## src/rtl/rxcc_pkg.sv

```systemverilog
package rxcc_pkg;
  // strobes from control to datapath
  typedef struct packed {
    logic accept;  // request taken this cycle
    logic finish;  // in-flight chunk retires this cycle
  } rxccStrobes_t;
endpackage

```

## src/rtl/rxcc_ctrl.sv

```systemverilog
module rxcc_ctrl
  import rxcc_pkg::*;
#(
  parameter int OCC_W = 16
) (
  input  logic             clk,
  input  logic             rstN,
  input  logic             reqValid,
  input  logic             pktHeld,
  input  logic [OCC_W-1:0] occupancy,
  input  logic [OCC_W-1:0] cfgLowMark,
  input  logic [OCC_W-1:0] cfgHighMark,
  input  logic             pktArrive,
  output logic             reqReady,
  output logic             busy,
  output logic             doneValid,
  output logic             lowState,
  output logic             highIrq,
  output logic             statHigh,
  output logic             statEmpty,
  output rxccStrobes_t     strobes
);
  localparam logic [OCC_W-1:0] OCC_ZERO = '0;

  assign reqReady       = pktHeld && !busy;
  assign strobes.accept = reqValid && reqReady;
  assign strobes.finish = busy;
  assign statHigh       = occupancy > cfgHighMark;
  assign statEmpty      = occupancy == OCC_ZERO;

  always_ff @(posedge clk) begin
    if (!rstN) begin
      busy      <= 1'b0;
      doneValid <= 1'b0;
      lowState  <= 1'b0;
      highIrq   <= 1'b0;
    end else begin
      if (strobes.accept)      busy <= 1'b1;
      else if (strobes.finish) busy <= 1'b0;
      doneValid <= strobes.finish;
      // hysteresis: set below low mark, clear above high mark
      if (occupancy < cfgLowMark)       lowState <= 1'b1;
      else if (occupancy > cfgHighMark) lowState <= 1'b0;
      highIrq <= pktArrive && (occupancy >= cfgHighMark);
    end
  end
endmodule

```

## src/rtl/rxcc_dpath.sv

```systemverilog
module rxcc_dpath
  import rxcc_pkg::*;
#(
  parameter int LEN_W = 16,
  parameter int CNT_W = 4
) (
  input  logic             clk,
  input  logic             rstN,
  input  rxccStrobes_t     strobes,
  input  logic             pktLoad,
  input  logic [LEN_W-1:0] pktLen,
  input  logic [LEN_W-1:0] reqBufLen,
  input  logic             reqNoDelay,
  input  logic             cfgZeroCopy,
  input  logic             cfgDelayCopy,
  input  logic [LEN_W-1:0] cfgZcSize,
  input  logic [LEN_W-1:0] cfgZcMark,
  input  logic [LEN_W-1:0] cfgMaxCopy,
  input  logic             lowState,
  output logic             pktHeld,
  output logic [LEN_W-1:0] doneLen,
  output logic             doneComplete,
  output logic             doneMore,
  output logic [LEN_W-1:0] doneCopyLen,
  output logic [CNT_W-1:0] partialCount,
  output logic             cfgError
);
  localparam logic [LEN_W-1:0] LEN_ZERO = '0;
  localparam logic [CNT_W-1:0] CNT_ONE  = CNT_W'(1);

  logic [LEN_W-1:0] remaining;
  logic [LEN_W-1:0] offset;
  logic [LEN_W-1:0] chunkReg;
  logic [LEN_W-1:0] baseLen;
  logic [LEN_W-1:0] chunkNext;
  logic             cutOn;
  logic             lastChunk;

  assign baseLen   = (reqBufLen < remaining) ? reqBufLen : remaining;
  assign cutOn     = (cfgZeroCopy || cfgDelayCopy) && !reqNoDelay &&
                     lowState && (baseLen > cfgZcMark);
  assign chunkNext = cutOn ? cfgZcSize : baseLen;
  assign lastChunk = chunkReg == remaining;
  assign cfgError  = !((cfgZcSize < cfgZcMark) && (cfgZcMark <= cfgMaxCopy));

  always_ff @(posedge clk) begin
    if (!rstN) begin
      pktHeld      <= 1'b0;
      remaining    <= '0;
      offset       <= '0;
      chunkReg     <= '0;
      doneLen      <= '0;
      doneComplete <= 1'b0;
      doneMore     <= 1'b0;
      doneCopyLen  <= '0;
      partialCount <= '0;
    end else begin
      if (pktLoad && !pktHeld && pktLen != LEN_ZERO) begin
        pktHeld   <= 1'b1;
        remaining <= pktLen;
        offset    <= '0;
      end
      if (strobes.accept) chunkReg <= chunkNext;
      if (strobes.finish) begin
        doneLen <= chunkReg;
        if (lastChunk) begin
          doneComplete <= 1'b1;
          doneMore     <= 1'b0;
          doneCopyLen  <= chunkReg;
          pktHeld      <= 1'b0;
          remaining    <= '0;
          offset       <= '0;
          if (offset != LEN_ZERO) partialCount <= partialCount - CNT_ONE;
        end else begin
          doneComplete <= 1'b0;
          doneMore     <= 1'b1;
          doneCopyLen  <= '0;
          remaining    <= remaining - chunkReg;
          offset       <= offset + chunkReg;
          if (offset == LEN_ZERO && chunkReg != LEN_ZERO)
            partialCount <= partialCount + CNT_ONE;
        end
      end
    end
  end
endmodule

```

## src/rtl/rx_chunk_copier.sv

```systemverilog
module rx_chunk_copier
  import rxcc_pkg::*;
#(
  parameter int LEN_W = 16,
  parameter int OCC_W = 16,
  parameter int CNT_W = 4
) (
  input  logic             clk,
  input  logic             rstN,
  input  logic [OCC_W-1:0] occupancy,
  input  logic             pktArrive,
  input  logic             pktLoad,
  input  logic [LEN_W-1:0] pktLen,
  input  logic             reqValid,
  output logic             reqReady,
  input  logic [LEN_W-1:0] reqBufLen,
  input  logic             reqNoDelay,
  input  logic             cfgZeroCopy,
  input  logic             cfgDelayCopy,
  input  logic [LEN_W-1:0] cfgZcSize,
  input  logic [LEN_W-1:0] cfgZcMark,
  input  logic [LEN_W-1:0] cfgMaxCopy,
  input  logic [OCC_W-1:0] cfgLowMark,
  input  logic [OCC_W-1:0] cfgHighMark,
  output logic             doneValid,
  output logic [LEN_W-1:0] doneLen,
  output logic             doneComplete,
  output logic             doneMore,
  output logic [LEN_W-1:0] doneCopyLen,
  output logic             busy,
  output logic             pktHeld,
  output logic             lowState,
  output logic             statHigh,
  output logic             statEmpty,
  output logic             highIrq,
  output logic [CNT_W-1:0] partialCount,
  output logic             cfgError
);
  rxccStrobes_t strobes;

  rxcc_ctrl #(.OCC_W(OCC_W)) uCtrl (
    .clk(clk), .rstN(rstN), .reqValid(reqValid), .pktHeld(pktHeld),
    .occupancy(occupancy), .cfgLowMark(cfgLowMark), .cfgHighMark(cfgHighMark),
    .pktArrive(pktArrive), .reqReady(reqReady), .busy(busy),
    .doneValid(doneValid), .lowState(lowState), .highIrq(highIrq),
    .statHigh(statHigh), .statEmpty(statEmpty), .strobes(strobes)
  );

  rxcc_dpath #(.LEN_W(LEN_W), .CNT_W(CNT_W)) uDpath (
    .clk(clk), .rstN(rstN), .strobes(strobes), .pktLoad(pktLoad),
    .pktLen(pktLen), .reqBufLen(reqBufLen), .reqNoDelay(reqNoDelay),
    .cfgZeroCopy(cfgZeroCopy), .cfgDelayCopy(cfgDelayCopy),
    .cfgZcSize(cfgZcSize), .cfgZcMark(cfgZcMark), .cfgMaxCopy(cfgMaxCopy),
    .lowState(lowState), .pktHeld(pktHeld), .doneLen(doneLen),
    .doneComplete(doneComplete), .doneMore(doneMore),
    .doneCopyLen(doneCopyLen), .partialCount(partialCount),
    .cfgError(cfgError)
  );
endmodule

```

## config.mk

```make
export PLATFORM = sky130hd
export DESIGN_NAME = rx_chunk_copier
export DESIGN_NICKNAME = d
export VERILOG_FILES = /design/src/rtl/rxcc_pkg.sv /design/src/rtl/rxcc_ctrl.sv /design/src/rtl/rxcc_dpath.sv /design/src/rtl/rx_chunk_copier.sv
export SDC_FILE = /design/constraint.sdc
export NUM_CORES = 1
export LEC_CHECK = 0
export BUFFER_PORTS_ARGS = -buffer_cell sky130_fd_sc_hd__buf_4
export CORE_MARGIN = 2
export CORE_UTILIZATION = 55
export DETAILED_ROUTE_END_ITERATION = 8
export PLACE_DENSITY = 0.82
export SLEW_MARGIN = 5
export SYNTH_ARGS = -nofsm -noshare
export SYNTH_HDL_FRONTEND = slang
export SYNTH_SLANG_ARGS = --single-unit
```

## constraint.sdc

```tcl
create_clock -name clk -period 4.51 [get_ports clk]
set_input_delay 0.451 -clock clk [delete_from_list [all_inputs] [get_ports clk]]
set_output_delay 0.451 -clock clk [all_outputs]
set_load 0.05 [all_outputs]
```

==> impl_metrics.json, run 1 <==
{
  "status": "completed",
  "syn_avg_cell_area_um2": 8.382,
  "clk_path_buf_depth": 2,
  "power_density_mw_per_mm2": 256.9,
  "synth_compound_area_share_pct": 23.44,
  "insertion_delay_ns": 0.35,
  "initial_utilization_pct": 56.05,
  "r2r_end": "uDpath.chunkReg[4]$_SDFFE_PN0P_",
  "synth_edf_count": 0,
  "io_buffers": 182,
  "grt_pass1_wl_mm": 34.94,
  "hold_end": "uDpath.chunkReg[11]$_SDFFE_PN0P_",
  "layout-drive-gt1-share_pct": 22.27,
  "cts.sinks": 91,
  "tns_ns": 0,
  "hp-start": "cfgZcSize[11]",
  "min-delay-path-class": "in -> reg",
  "wl_per_cell_um": 17.00,
  "report.final.slew_viol_count": 0,
  "die-area_mm2": 0.01500,
  "criticalPathCategory": "reg -> reg",
  "ctsHtreeMaxLevel": 3,
  "final.min_clock_period_ns": 4.064,
  "clk_pin_slew_ns": 0.07,
  "core-area_mm2": 0.01377,
  "cap_violations": 0,
  "synth_area_leaders": "dfxtp_1 (24%), ha_1 (20%), inv_1 (5.7%), mux2i_1 (5.2%), a21oi_1 (3.8%)",
  "antenna_found_initial": 0,
  "ant_nets": 0,
  "numCtsBuffers": 9,
  "die_w_um": 122.5,
  "grt-ovfl-total": 0,
  "finalClockSkew_ns": 0.008649,
  "num_vias": 7435,
  "drt_iter0_markers": 461,
  "track_usage_pct": 29.51,
  "yosysTopAreaCellShare_pct": 23.60,
  "synth.yosys.seq_area_share_pct": 23.60,
  "dpl_worst_slack_ns": 0.01645,
  "viasPerCell": 5.809,
  "yosysMostFrequentCell": "ha_1",
  "final-setup-viol-count": 0,
  "max_freq_mhz": 246.1,
  "drc_errors": 0,
  "gp_congestion": 0.9467,
  "cp_max_fo": 16,
  "reg2reg_from": "uDpath.remaining[7]$_SDFFE_PN0P_",
  "synth_top_area_cell": "dfxtp_1",
  "synthArstFlopShare_pct": 0,
  "die_h_um": 122.5,
  "syn-num-nets": 1185,
  "synth_top_family_by_area": "compound AO/OA/AOI/OAI gates",
  "multi_input_area_mm2": 0.005291,
  "fin_nets": 1359,
  "antennaDiodeCount": 0,
  "cts_hold_buf": 0,
  "cts_tree": "done",
  "synthCells": 921,
  "worstMarginPinSlew_ns": 0.7066,
  "p_total_mw": 2.451,
  "critical_path_required_ns": 4.72,
  "endpoint_kind": "register",
  "drt-total-wl_mm": 21.76,
  "first_global_vias": 7087,
  "place.detailed.hpwl_mm": 17.31,
  "period_share_pct": 90.10,
  "nFillCells": 1153,
  "grt_max_degree": 70,
  "synth_mux_area_share_pct": 5.527,
  "synthAdderAreaFrac_pct": 21.04,
  "max_slew_margin_pct": 52.89,
  "root_buffer": "clkbuf_16",
  "worstRegToRegCells": 17,
  "min_path_cells": 3,
  "rsz0062_at_grt": "false",
  "rows": 43,
  "timing.final.ws_setup_ns": 0.4464,
  "drtPass1Iterations": 5,
  "synthTopCellsByCount": "ha_1 (125), inv_1 (117), dfxtp_1 (91)",
  "critPathLaunchType": "register",
  "syn_area_mm2": 0.007720,
  "peakVddDrop_mv": 0.2057,
  "yosys.area_share.simple_pct": 15.28,
  "ys_seq_elements": 91,
  "synthDistinctLibCells": 77,
  "report.final.hold_viol_count": 0,
  "cp.arrival_ns": 4.28,
  "synth_xor_area_share_pct": 3.160,
  "regToRegSetupSlack_ns": 0.45,
  "yosys_warnings": 0,
  "regArea_mm2": 0.001823,
  "leakagePower_nw": 4.753,
  "io_pins": 183,
  "synth_ff_type": "dfxtp_1",
  "syn2layout_area_growth_pct": 23.57
}
[kinds of logic (layout without fill, tap and decap cells)]
group                      Yosys count  count (layout)
xor gates and xnor gates            27              27
and+or+nand+nor                    221             221
DFF                                 91              91
buffers and inverters              150             329
AOI/OAI and AO/OA                  262             262
muxes                               42              42
adders and majority gates          128             128
[critical path, cell delays in order, from the launching register on]
cell and delay [ns]:
dfxtp_1 0.43, inv_1 0.07, ha_1 0.29, nand2_1 0.06
nor3_1 0.19, a21oi_1 0.16, o21ai_4 0.59, mux2i_1 0.30
inv_1 0.06, ha_1 0.30, a21oi_1 0.16, o21ai_1 0.09
a221o_1 0.39, a221oi_4 0.32, nor3b_4 0.09, buf_4 0.17
a22oi_1 0.14, o21ai_0 0.10
[what timing repair did]
action | 4_1_cts | 5_1_grt
setup buffers | 0 | 3
endpoints found under the hold margin | 0 | 0
setup endpoints to repair | 0 | 16
gates resized for setup | 0 | 1
[cells in the final DEF, fill, tap and decap left out, types with 4 or more instances in the layout]
cell	netlist	final
and4_1	4	4
nand4_1	15	15
o21a_1	8	8
nor4_1	16	16
a22oi_1	16	16
a21o_1	29	29
xor2_1	9	9
nor2_1	29	29
o22ai_1	4	4
nand2b_1	6	6
a21oi_1	58	58
a31oi_1	9	9
and2_1	5	5
nand2_1	66	66
o211a_1	5	5
clkbuf_16	0	9
o211ai_1	4	4
mux2i_1	40	40
o21ai_1	14	14
nor3_1	5	5
a21boi_0	20	19
ha_1	125	125
inv_1	117	117
nand3_1	25	25
nor2b_1	33	33
dfxtp_1	91	90
a211oi_1	6	6
buf_4	2	195
xnor2_1	17	17
o21ai_0	43	43
a22oi_2	10	10
[worst max path at each step]
stage,slack [ns],depth (start not counted),end,start
floorplan,0.93,17,uDpath.chunkReg[10]$_SDFFE_PN0P_,reqBufLen[7]
global placement,0.05,16,uDpath.chunkReg[2]$_SDFFE_PN0P_,reqBufLen[7]
detailed placement,0.02,16,uDpath.chunkReg[4]$_SDFFE_PN0P_,reqBufLen[7]
CTS,0.10,16,uDpath.chunkReg[4]$_SDFFE_PN0P_,uDpath.remaining[7]$_SDFFE_PN0P_
global route,0.11,15,uDpath.chunkReg[1]$_SDFFE_PN0P_,uDpath.remaining[7]$_SDFFE_PN0P_
finish,0.45,17,uDpath.chunkReg[4]$_SDFFE_PN0P_,uDpath.remaining[7]$_SDFFE_PN0P_
[per-stage QoR]
step	util, %	instance area, µm²	hold slack, ns	instances
after floorplan	-	7720	0.4511	921
after global placement	66.92	9216	0.4612	1261
after detailed placement	66.92	9216	0.4681	1261
after CTS	69.04	9509	0.3335	1277
after global routing	69.26	9539	0.3402	1280
final	69.26	9539	0.3371	1280
[sequential cells by signal, indices dropped and copies added (netlist names)]
signal and cells:
uCtrl.busy 1, uCtrl.doneValid 1, uCtrl.highIrq 1, uCtrl.lowState 1, uDpath.chunkReg 16, uDpath.doneComplete 1
uDpath.doneCopyLen 16, uDpath.doneLen 16, uDpath.doneMore 1, uDpath.offset 16, uDpath.partialCount 4, uDpath.pktHeld 1
uDpath.remaining 16
[cell type report]
type                       count  share of cell area (%)
multi-input combinational    680                   55.47
inverter                     118                   4.643
clock buffer                  10                   2.505
clock inverter                 6                  0.5640
sequential                    91                   19.11
timing repair buffer         195                   15.35
tap                          180                   2.361
[metal layers]
layer / part of all wire (%) / global-route usage (%) / up-vias
met2: 47 / 48.92 / 306
met1: 44 / 39.25 / 3438
li1: - / - / 3648
met5: 0 / 0 / -
met3: 7.1 / 5.251 / 43
met4: 2.3 / 8.549 / 0
[power breakdown]
group	switching, mW	total, mW	leakage, nW	internal [mW]
clock	0.347	0.746	0.142	0.400
sequential	0.0445	0.874	0.739	0.830
combinational	0.453	0.831	3.87	0.377
No activity file was read; power rests on OpenSTA's default activity.
==> run 2: changes to the inputs <==
--- a/config.mk
+++ b/config.mk
@@ -6,8 +6,8 @@
 export NUM_CORES = 1
 export LEC_CHECK = 0
 export BUFFER_PORTS_ARGS = -buffer_cell sky130_fd_sc_hd__buf_4
-export CORE_MARGIN = 2
 export CORE_UTILIZATION = 55
+export CTS_CLUSTER_SIZE = 20
 export DETAILED_ROUTE_END_ITERATION = 8
 export PLACE_DENSITY = 0.82
 export SLEW_MARGIN = 5
==> impl_metrics.json, run 2 (synthesis results as in run 1) <==
{
  "max_slew_margin_pct": 42.71,
  "power_density_mw_per_mm2": 259.0,
  "antennaDiodeCount": 0,
  "root_buffer": "clkbuf_16",
  "track_usage_pct": 29.48,
  "drt-total-wl_mm": 21.50,
  "core-area_mm2": 0.01345,
  "viasPerCell": 5.843,
  "die_w_um": 120.5,
  "p_comb_share_pct": 33.6,
  "worstPathCellList": "inv_1, ha_1, nand2_1, nor3_1, a21oi_1, o21ai_4, mux2i_1, inv_1, ha_1, a21oi_1, o21ai_1, a221o_1, a221oi_4, nor3b_4, buf_4, a22oi_2, o21ai_1",
  "place_inst": 1259,
  "final-setup-viol-count": 0,
  "max_freq_mhz": 241.1,
  "path_delay_family": "compound AO/OA/AOI/OAI gates",
  "intPower_mw": 1.604,
  "rsz0062_at_grt": "false",
  "initial_utilization_pct": 57.38,
  "rows": 42,
  "netSwitchingFraction_pct": 35.24,
  "report.final.hold_viol_count": 0,
  "cap_violations": 0,
  "final_common_cell": "buf_4",
  "finalClockSkew_ns": 0.006872,
  "io_buffers": 182,
  "drc_errors": 0,
  "dpl_worst_slack_ns": -0.07119,
  "antenna_found_initial": 0,
  "numCtsBuffers": 9,
  "ctsHtreeMaxLevel": 3,
  "grt_pass1_wl_mm": 33.69,
  "power_frac_clock_pct": 31.3,
  "final_cell_mix": "buf_4 (197), ha_1 (125), inv_1 (117)",
  "leakagePower_nw": 4.771,
  "die-area_mm2": 0.01451,
  "cts_tree": "done",
  "critPathBufInv": 3,
  "drtPass1Iterations": 6,
  "peakVddDrop_mv": 0.1788,
  "timing.final.ws_setup_ns": 0.3623,
  "critical_path_required_ns": 4.72,
  "cp.arrival_ns": 4.36,
  "cts.sinks": 91,
  "crit_slowest_cell": "o21ai_4",
  "ant_nets": 0,
  "crit_path_max_incr_delay_ns": 0.61,
  "cts_hold_buf": 0,
  "fin_cells": 1278,
  "finish.utilization_pct": 71.08,
  "num_vias": 7467,
  "syn2layout_area_growth_pct": 23.87,
  "cp_max_fo": 16,
  "p_total_mw": 2.477,
  "critPathLaunchType": "register",
  "power_switching_uw": 872.9,
  "die_h_um": 120.5,
  "min-delay-path-class": "in -> reg",
  "insertion_delay_ns": 0.35,
  "drt_iter0_markers": 456,
  "endpoint_kind": "register",
  "period_share_pct": 91.97,
  "clk_path_buf_depth": 2,
  "place.detailed.hpwl_mm": 16.97,
  "criticalPathCategory": "reg -> reg",
  "grt-ovfl-total": 0,
  "wl_per_cell_um": 16.82,
  "seq_power_share_pct": 35.1,
  "first_global_vias": 6855,
  "io_pins": 183,
  "status": "completed",
  "nFillCells": 1105,
  "worstMarginPinSlew_ns": 0.8554,
  "grt_max_degree": 70,
  "gp_congestion": 0.9161,
  "fin_nets": 1361,
  "layout-drive-gt1-share_pct": 22.41,
  "clk_pin_slew_ns": 0.07,
  "final.min_clock_period_ns": 4.148,
  "report.final.slew_viol_count": 0
}
-- run 2: metal layers --
layer	vias up	track usage, %	share of wire, %
met5	-	0	0
li1	3645	-	-
met1	3478	38.39	44
met4	0	11.34	3.0
met3	51	4.528	6.1
met2	293	48.89	47
-- run 2: worst paths after layout --
kind / from / to / slack (ns) / cells past startpoint
setup / recovery: uDpath.remaining[7]$_SDFFE_PN0P_ / uDpath.chunkReg[15]$_SDFFE_PN0P_ / 0.36 / 17
hold reg to reg: uDpath.doneCopyLen[8]$_SDFFE_PN0P_ / uDpath.doneCopyLen[8]$_SDFFE_PN0P_ / 0.48 / 2
hold / removal: pktArrive / uCtrl.highIrq$_SDFF_PN0_ / 0.33 / 3
setup reg to reg: uDpath.remaining[7]$_SDFFE_PN0P_ / uDpath.chunkReg[15]$_SDFFE_PN0P_ / 0.36 / 17
-- run 2: final cells by class --
class	instances	area [µm²]	share of cell area (%)
inverters	118	442.9	4.632
clock buffers	9	225.2	2.355
well taps	176	220.2	2.303
repair buffers	197	1479	15.47
multi-input cells	680	5291	55.33
clock inverters	7	81.33	0.8505
flip-flops and latches	91	1823	19.06
-- run 2: power groups by stage --
stage,Clock (mW),Sequential [mW],Combinational (mW)
after detailed placement,0,0.886,0.818
after global routing,0.811,0.871,0.915
after floorplan,0,0.888,0.553
after CTS,0.775,0.868,0.823
after global placement,0,0.886,0.799
final,0.775,0.869,0.833
-- run 2: tightest hold or removal path: cells and delay by family --
family,cells,cell delay (ns)
buf+inv,1,0.11
simple gates,1,0.05
compound gates,1,0.03
-- run 2: timing repair --
item,4_1_cts,5_1_grt
gates resized for setup,0,1
setup endpoints to repair,0,16
setup buffers,0,3
-- run 2: through the flow --
stage | cell area (µm²) | hold slack, ns | TNS [ns]
after floorplan | 7720 | 0.4511 | 0
after global placement | 9226 | 0.4638 | 0
after detailed placement | 9226 | 0.4736 | -0.3766
after CTS | 9533 | 0.3239 | 0
after global routing | 9563 | 0.3304 | 0
final | 9563 | 0.3251 | 0
